--- config.mk ---
export PLATFORM = sky130hd
export DESIGN_NAME = bipolar_rx_decoder
export DESIGN_NICKNAME = d
export VERILOG_FILES = /design/src/rtl/bpd_pkg.sv /design/src/rtl/bpd_classify.sv /design/src/rtl/bpd_zero_run.sv /design/src/rtl/bpd_pipe.sv /design/src/rtl/bipolar_rx_decoder.sv
export SDC_FILE = /design/constraint.sdc
export NUM_CORES = 1
export LEC_CHECK = 0
export ABC_AREA = 1
export ABC_CLOCK_PERIOD_IN_PS = 2029
export BUFFER_PORTS_ARGS = -buffer_cell sky130_fd_sc_hd__buf_2
export CORE_UTILIZATION = 42
export CTS_CLUSTER_SIZE = 14
export DETAILED_ROUTE_END_ITERATION = 8
export PLACE_DENSITY_LB_ADDON = 0.1
export SLEW_MARGIN = 10
export SYNTH_ARGS = -nofsm -noshare
export SYNTH_HDL_FRONTEND = slang
export SYNTH_HIERARCHICAL = 1
export SYNTH_SLANG_ARGS = --single-unit
--- constraint.sdc ---
create_clock -name clk -period 2.03 [get_ports clk]
set_input_delay 0.203 -clock clk [delete_from_list [all_inputs] [get_ports clk]]
set_output_delay 0.203 -clock clk [all_outputs]
set_load 0.05 [all_outputs]
--- src/rtl/bpd_pkg.sv ---
package bpd_pkg;

    localparam int PIPE_DEPTH = 4;   // stages between rail sample and data_o
    localparam int ZCNT_W     = 3;   // zero-run counter width (saturating)

    typedef enum logic [1:0] {
        MODE_HDB3    = 2'b00,
        MODE_B3ZS    = 2'b01,
        MODE_AMI     = 2'b10,
        MODE_AMI_ALT = 2'b11
    } line_mode_e;

    typedef struct packed {
        logic mark;   // pulse on either rail
        logic both;   // both rails high together
        logic bpv;    // single-rail pulse repeating the last polarity
    } sym_t;

    function automatic logic subst_mode(line_mode_e m);
        return (m == MODE_HDB3) || (m == MODE_B3ZS);
    endfunction

    // zero symbols that must precede a violation for it to close a group
    function automatic int lead_zeros_needed(line_mode_e m);
        case (m)
            MODE_HDB3: return 2;
            MODE_B3ZS: return 1;
            default:   return 0;
        endcase
    endfunction

    // zero-run length that first counts as a violation; 0 disables
    function automatic int zero_run_limit(line_mode_e m);
        case (m)
            MODE_HDB3: return 4;
            MODE_B3ZS: return 3;
            default:   return 0;
        endcase
    endfunction

    // stages cleared when a valid violation enters: bit 0 drops V itself,
    // the upper bit drops the balancing pulse as it moves down the line
    function automatic logic [PIPE_DEPTH-1:0] subst_kill_mask(line_mode_e m);
        logic [PIPE_DEPTH-1:0] k;
        k = '0;
        if (subst_mode(m)) begin
            k[0] = 1'b1;
            k[lead_zeros_needed(m) + 1] = 1'b1;
        end
        return k;
    endfunction

endpackage

--- src/rtl/bpd_classify.sv ---
module bpd_classify
    import bpd_pkg::*;
(
    input  logic clk,
    input  logic rst,
    input  logic pos_i,
    input  logic neg_i,
    output sym_t sym_o
);

    logic last_pos_q;   // 1: last single-rail mark was positive
    logic seen_q;       // a single-rail mark has arrived since reset

    always_comb begin
        sym_o.mark = pos_i | neg_i;
        sym_o.both = pos_i & neg_i;
        sym_o.bpv  = (pos_i ^ neg_i) & seen_q & (pos_i == last_pos_q);
    end

    always_ff @(posedge clk) begin
        if (rst) begin
            last_pos_q <= 1'b0;
            seen_q     <= 1'b0;
        end else if (pos_i ^ neg_i) begin
            last_pos_q <= pos_i;
            seen_q     <= 1'b1;
        end
    end

endmodule

--- src/rtl/bpd_zero_run.sv ---
module bpd_zero_run
    import bpd_pkg::*;
#(
    parameter int W = ZCNT_W
) (
    input  logic       clk,
    input  logic       rst,
    input  logic       mark_i,
    input  line_mode_e mode_i,
    output logic [W-1:0] lead_o,    // zeros immediately before this symbol
    output logic       excess_o     // this zero makes the run too long
);

    logic [W-1:0] cnt_q;
    logic [W-1:0] cnt_inc;
    logic         armed_q;
    int           limit;

    assign cnt_inc = (cnt_q == {W{1'b1}}) ? cnt_q : cnt_q + 1'b1;
    assign limit   = zero_run_limit(mode_i);
    assign lead_o  = cnt_q;
    assign excess_o = ~mark_i & armed_q & (limit != 0) & (int'(cnt_inc) >= limit);

    always_ff @(posedge clk) begin
        if (rst) begin
            cnt_q   <= '0;
            armed_q <= 1'b0;
        end else if (mark_i) begin
            cnt_q   <= '0;
            armed_q <= 1'b1;
        end else if (armed_q) begin
            cnt_q   <= cnt_inc;
        end
    end

endmodule

--- src/rtl/bpd_pipe.sv ---
module bpd_pipe #(
    parameter int DEPTH = 4
) (
    input  logic             clk,
    input  logic             rst,
    input  logic             bit_i,
    input  logic [DEPTH-1:0] kill_i,   // kill_i[k] clears the bit entering stage k
    output logic             bit_o
);

    logic [DEPTH-1:0] stage_q;

    generate
        for (genvar k = 0; k < DEPTH; k++) begin : g_stage
            logic feed;
            if (k == 0) begin : g_head
                assign feed = bit_i;
            end else begin : g_body
                assign feed = stage_q[k-1];
            end
            always_ff @(posedge clk) begin
                if (rst) stage_q[k] <= 1'b0;
                else     stage_q[k] <= feed & ~kill_i[k];
            end
        end
    endgenerate

    assign bit_o = stage_q[DEPTH-1];

endmodule

--- src/rtl/bipolar_rx_decoder.sv ---
module bipolar_rx_decoder
    import bpd_pkg::*;
(
    input  logic       clk,
    input  logic       rst,
    input  logic       pos_i,
    input  logic       neg_i,
    input  logic [1:0] mode_i,
    output logic       data_o,
    output logic       cv_o
);

    line_mode_e            mode;
    sym_t                  sym;
    logic [ZCNT_W-1:0]     lead;
    logic                  excess;
    logic                  subst_ok;
    logic [PIPE_DEPTH-1:0] kill;
    logic                  cv_q;

    assign mode = line_mode_e'(mode_i);

    bpd_classify u_cls (
        .clk   (clk),
        .rst   (rst),
        .pos_i (pos_i),
        .neg_i (neg_i),
        .sym_o (sym)
    );

    bpd_zero_run #(.W(ZCNT_W)) u_zrun (
        .clk      (clk),
        .rst      (rst),
        .mark_i   (sym.mark),
        .mode_i   (mode),
        .lead_o   (lead),
        .excess_o (excess)
    );

    // a violation closes a substitution group only after enough zeros
    assign subst_ok = sym.bpv & subst_mode(mode) & (int'(lead) >= lead_zeros_needed(mode));
    assign kill     = subst_ok ? subst_kill_mask(mode) : '0;

    bpd_pipe #(.DEPTH(PIPE_DEPTH)) u_pipe (
        .clk    (clk),
        .rst    (rst),
        .bit_i  (sym.mark),
        .kill_i (kill),
        .bit_o  (data_o)
    );

    always_ff @(posedge clk) begin
        if (rst) cv_q <= 1'b0;
        else     cv_q <= (sym.bpv & ~subst_ok) | excess | sym.both;
    end

    assign cv_o = cv_q;

endmodule

==> report_table.html <==
<table>
<tr><th>Metric</th><th>Value</th></tr>
<tr><th colspan="2">Layout</th></tr>
<tr><td>Share of post-route cells with drive strength above 1</td><td>0.218</td></tr>
<tr><td>Post-layout net count</td><td>about 130</td></tr>
<tr><td>Count of non-filler cells in the finished layout</td><td>between 100 and 150</td></tr>
<tr><td>Flip-flop and latch area</td><td>between 200 and 250 µm²</td></tr>
<tr><td>Post-route core utilization</td><td>0.502</td></tr>
<tr><td>Post-route design area</td><td>between 700 and 800 µm²</td></tr>
<tr><td>Final antenna diode count</td><td>0</td></tr>
<tr><td>Count of fill cells added during filler insertion</td><td>between 150 and 200</td></tr>
<tr><td>Footprint of the multi-input gates</td><td>377 µm²</td></tr>
<tr><td>Layout overhead on the synthesized area</td><td>12.0%</td></tr>
<tr><th colspan="2">Drt</th></tr>
<tr><td>Initial drt markers</td><td>11</td></tr>
<tr><td>Post-route DRC</td><td>0</td></tr>
<tr><td>Number of optimization iterations in the first detailed-route pass</td><td>3</td></tr>
<tr><td>Via count</td><td>560</td></tr>
<tr><td>DR WL/cell</td><td>9.12 µm</td></tr>
<tr><td>Wire length after detailed routing</td><td>1.15 mm</td></tr>
<tr><td>DR vias/cell</td><td>4.44</td></tr>
<tr><td>Number of nets still failing antenna checks after routing</td><td>0</td></tr>
<tr><th colspan="2">Logic synthesis</th></tr>
<tr><td>Number of storage elements in the synthesis netlist</td><td>11</td></tr>
<tr><td>Arithmetic-cell share of the synthesized area counting full adders, half adders and majority gates</td><td>0.148</td></tr>
<tr><td>EDFF count, synth</td><td>0</td></tr>
<tr><td>Post-Synth Simple-Gate Area</td><td>0.344</td></tr>
<tr><td>Fraction of synthesized cell area in xor and xnor cells</td><td>0</td></tr>
<tr><td>Number of library cell types mapped by synthesis</td><td>16</td></tr>
<tr><td>Main area contributors after synthesis</td><td>sky130_fd_sc_hd__dfxtp_1, sky130_fd_sc_hd__ha_1, sky130_fd_sc_hd__nand2_1, sky130_fd_sc_hd__inv_1, sky130_fd_sc_hd__nor2_1</td></tr>
<tr><td>Largest area contributor in the netlist</td><td>sky130_fd_sc_hd__dfxtp_1</td></tr>
<tr><td>Main combinational cell family by area after synthesis</td><td>simple AND/OR/NAND/NOR gates</td></tr>
<tr><td>Mux share of post-synthesis cell area</td><td>0</td></tr>
<tr><td>Post-synthesis cell count</td><td>slightly below 100</td></tr>
<tr><td>Syn Std Cell Area</td><td>roughly 680 µm²</td></tr>
<tr><td>Post-Synthesis Net Count</td><td>113</td></tr>
<tr><td>Area fraction in compound gates after synthesis</td><td>0.0593</td></tr>
<tr><td>Share of the yosys chip area belonging to registers</td><td>0.326</td></tr>
<tr><td>Yosys warning total</td><td>6</td></tr>
<tr><td>Area share of the largest cell type after synthesis</td><td>0.326</td></tr>
<tr><td>Share of async-settable or async-resettable flops after synthesis</td><td>0</td></tr>
<tr><td>Mean post-synth cell area</td><td>~6.8 µm²</td></tr>
<tr><td>Top-count cell post-synth</td><td>sky130_fd_sc_hd__nand2_1</td></tr>
<tr><td>Commonest cells in the synthesized netlist</td><td>sky130_fd_sc_hd__nand2_1, sky130_fd_sc_hd__inv_1, sky130_fd_sc_hd__nor2_1, sky130_fd_sc_hd__dfxtp_1, sky130_fd_sc_hd__ha_1</td></tr>
<tr><td>Dominant synthesized flop cell</td><td>sky130_fd_sc_hd__dfxtp_1</td></tr>
<tr><th colspan="2">Die</th></tr>
<tr><td>Area inside the core boundary</td><td>1510 µm²</td></tr>
<tr><td>Number of standard-cell rows in the floorplan</td><td>14</td></tr>
<tr><td>I/O pin cnt</td><td>8</td></tr>
<tr><td>Die area</td><td>1770 µm²</td></tr>
<tr><td>Starting density of the core</td><td>0.449</td></tr>
<tr><td>Height of the die</td><td>42.1 µm</td></tr>
<tr><td>Die X</td><td>between 40 and 50 µm</td></tr>
<tr><th colspan="2">STA</th></tr>
<tr><td>Period Utilization, post-route</td><td>0.891</td></tr>
<tr><td>Clock period minus final worst setup slack</td><td>1.81 ns</td></tr>
<tr><td># setup viols final</td><td>0</td></tr>
<tr><td>Count of endpoints failing hold in the final timing report</td><td>0</td></tr>
<tr><td>Setup TNS</td><td>0 ns</td></tr>
<tr><td>Number of slew-limit violations in the final report</td><td>0</td></tr>
<tr><td>Achievable clock frequency</td><td>between 500 and 600 MHz</td></tr>
<tr><td>RSZ-0062 raised after global routing</td><td>false</td></tr>
<tr><td>Setup skew after layout</td><td>about 0.0034 ns</td></tr>
<tr><th colspan="2">Power and ir drop</th></tr>
<tr><td>Reported leakage power</td><td>0.434 nW</td></tr>
<tr><td>Total power</td><td>between 0.0004 and 0.0005 W</td></tr>
<tr><td>Net switching fraction of the power</td><td>0.274</td></tr>
<tr><td>Power spent charging and discharging nets</td><td>~0.00013 W</td></tr>
<tr><td>Sequential group share of total power</td><td>0.509</td></tr>
<tr><td>Worst vdd rail ir drop</td><td>0.380 mV</td></tr>
<tr><td>Cell Pwr Density</td><td>603 nW/µm²</td></tr>
<tr><td>Internal power component</td><td>about 0.00033 W</td></tr>
<tr><td>Part of the power in the clock network</td><td>0.324</td></tr>
<tr><td>Logic gate share of total power</td><td>0.167</td></tr>
<tr><th colspan="2">Global routing</th></tr>
<tr><td>Initial antenna violation count</td><td>0</td></tr>
<tr><td>Vias in the first global route</td><td>approximately 510</td></tr>
<tr><td>Largest net degree at the start of global routing</td><td>7</td></tr>
<tr><td>Congestion Overflow GR</td><td>0</td></tr>
<tr><td>Overall global routing resource usage</td><td>0.155</td></tr>
<tr><td>Global-route wire length before repair</td><td>2.06 mm</td></tr>
<tr><th colspan="2">Placement</th></tr>
<tr><td>Inst Count DP</td><td>between 100 and 150</td></tr>
<tr><td>IO Port Bufs</td><td>7</td></tr>
<tr><td>Placed cell areas</td><td>around 730 µm²</td></tr>
<tr><td>Dpl hpwl</td><td>944 µm</td></tr>
<tr><td>GPL Wtd Cong</td><td>between 0.7 and 0.8</td></tr>
<tr><th colspan="2">Clocking</th></tr>
<tr><td>Setup Fix Bufs, Post-CTS</td><td>0</td></tr>
<tr><td>CTS tree</td><td>built</td></tr>
<tr><td>Root Driver</td><td>sky130_fd_sc_hd__clkbuf_4</td></tr>
<tr><td>Clock transition time at the flip-flop clock pins of the worst setup and hold paths</td><td>0.07 ns</td></tr>
<tr><td>Clock Tree Buf Depth</td><td>2</td></tr>
<tr><td>CTS H-Tree Depth</td><td>1</td></tr>
<tr><td>Post-cts repair resize count</td><td>0</td></tr>
<tr><td>Number of buffers created by CTS</td><td>3</td></tr>
<tr><td>Clock sink total</td><td>11</td></tr>
<tr><td>Clock latency on the worst-skew pair</td><td>0.26 ns</td></tr>
<tr><td>Hold bufs inserted after CTS</td><td>0</td></tr>
<tr><th colspan="2">Critical path</th></tr>
<tr><td>Worst Setup SP</td><td>u_zrun/lead_o[0]$_SDFFE_PP0P_</td></tr>
<tr><td>Crit Path Max Fanout</td><td>5</td></tr>
<tr><td>Setup crit start kind</td><td>flop</td></tr>
<tr><td>Slack of the worst reg-to-reg path</td><td>roughly 0.22 ns</td></tr>
<tr><td>Critical register-to-register path startpoint</td><td>u_zrun/lead_o[0]$_SDFFE_PP0P_</td></tr>
<tr><td>Kind of end point of the critical path</td><td>flop</td></tr>
<tr><td>Reg2reg path depth</td><td>9</td></tr>
<tr><td>Worst flop-to-flop path endpoint</td><td>cv_o$_SDFF_PP0_</td></tr>
<tr><td>Data required time at the worst endpoint</td><td>around 2.2 ns</td></tr>
<tr><td>Crit path to</td><td>cv_o$_SDFF_PP0_</td></tr>
<tr><td>Start-to-end type of the worst setup path</td><td>reg -&gt; reg</td></tr>
<tr><td>Critical path data arrival time</td><td>1.97 ns</td></tr>
<tr><th colspan="2">Run status</th></tr>
<tr><td>Run status</td><td>finished clean</td></tr>
<tr><th colspan="2">Job</th></tr>
<tr><td>Number of max-cap violations</td><td>0</td></tr>
<tr><th colspan="2">Min path</th></tr>
<tr><td>Hold WC Path Type</td><td>in -&gt; reg</td></tr>
</table>
## stage by stage
stage	setup slack [ns]	hold slack (ns)
after floorplan	0.315	0.265
after global placement	0.264	0.405
after detailed placement	0.206	0.415
after CTS	0.211	0.170
after global routing	0.0772	0.177
final	0.222	0.180
## cell usage in the layout (no fill, tap or decap), types with 2 or more instances in the layout
cell	synthesis	layout
sky130_fd_sc_hd__inv_1	18	18
sky130_fd_sc_hd__a21oi_1	3	3
sky130_fd_sc_hd__nand3_1	7	7
sky130_fd_sc_hd__dfxtp_1	11	11
sky130_fd_sc_hd__nor2_2	3	3
sky130_fd_sc_hd__ha_1	8	8
sky130_fd_sc_hd__inv_2	3	3
sky130_fd_sc_hd__buf_2	0	7
sky130_fd_sc_hd__or2_2	3	3
sky130_fd_sc_hd__clkbuf_4	0	3
sky130_fd_sc_hd__nand2_2	2	2
sky130_fd_sc_hd__nand2_1	19	19
sky130_fd_sc_hd__nor2_1	16	16
sky130_fd_sc_hd__a21oi_2	2	2
## flip-flops by register name, summed over array words and instances (netlist names)
register and count:
u_zrun/lead_o 3, u_cls/seen_q 1, u_zrun/armed_q 1, u_cls/last_pos_q 1
u_pipe/bit_o 1, u_pipe/g_stage.feed 3, cv_o 1
## area by class of cell
type,count,area share
Clock buffer,4,0.0347
Inverter,21,0.104
Multi-Input combinational cell,67,0.498
Sequential cell,11,0.291
Tap cell,16,0.0264
Timing Repair Buffer,7,0.0463
## per-layer routing
layer / global-route usage / vias up / wire length (µm)
met5: 0 / - / 0
met4: 0.0750 / 0 / 0
met3: 0.0388 / 0 / 28
met1: 0.187 / 234 / 566
li1: - / 320 / -
met2: 0.256 / 6 / 554
## power groups by stage
| stage | registers, W | logic, W | clock network [W] |
|---|---|---|---|
| after detailed placement | 0.000238 | 0.0000775 | 0 |
| after CTS | 0.000232 | 0.0000776 | 0.000156 |
| final | 0.000233 | 0.0000763 | 0.000148 |
| after floorplan | 0.000243 | 0.0000502 | 0 |
| after global placement | 0.000238 | 0.0000757 | 0 |
| after global routing | 0.000234 | 0.0000894 | 0.000165 |
## critical path, cell delays in order (launching register included)
cell and delay, ns:
sky130_fd_sc_hd__dfxtp_1 0.34, sky130_fd_sc_hd__ha_1 0.25, sky130_fd_sc_hd__or2_2 0.29, sky130_fd_sc_hd__ha_1 0.32
sky130_fd_sc_hd__a21oi_1 0.15, sky130_fd_sc_hd__nand3_1 0.08, sky130_fd_sc_hd__nand2_1 0.06, sky130_fd_sc_hd__inv_1 0.03
sky130_fd_sc_hd__nor2_1 0.12, sky130_fd_sc_hd__a21oi_2 0.07
## worst min path at each step
stage	startpoint	to	cells after the start
6_report	rst	cv_o$_SDFF_PP0_	2
5_1_grt	rst	cv_o$_SDFF_PP0_	2
4_1_cts	rst	cv_o$_SDFF_PP0_	2
3_5_place_dp	u_pipe/g_stage[3].feed$_SDFF_PP0_	u_pipe/bit_o$_SDFF_PP0_	2
3_3_place_gp	u_pipe/g_stage[1].feed$_SDFF_PP0_	u_pipe/g_stage[2].feed$_SDFF_PP0_	2
2_1_floorplan	rst	cv_o$_SDFF_PP0_	1
## cells by family after synthesis
kind of cell	count (synthesis)
simple gates	52
buf+inv	21
flops	11
fa+ha+maj	8
compound gates	6
other cells	1
(Power assumes the default switching activity.)
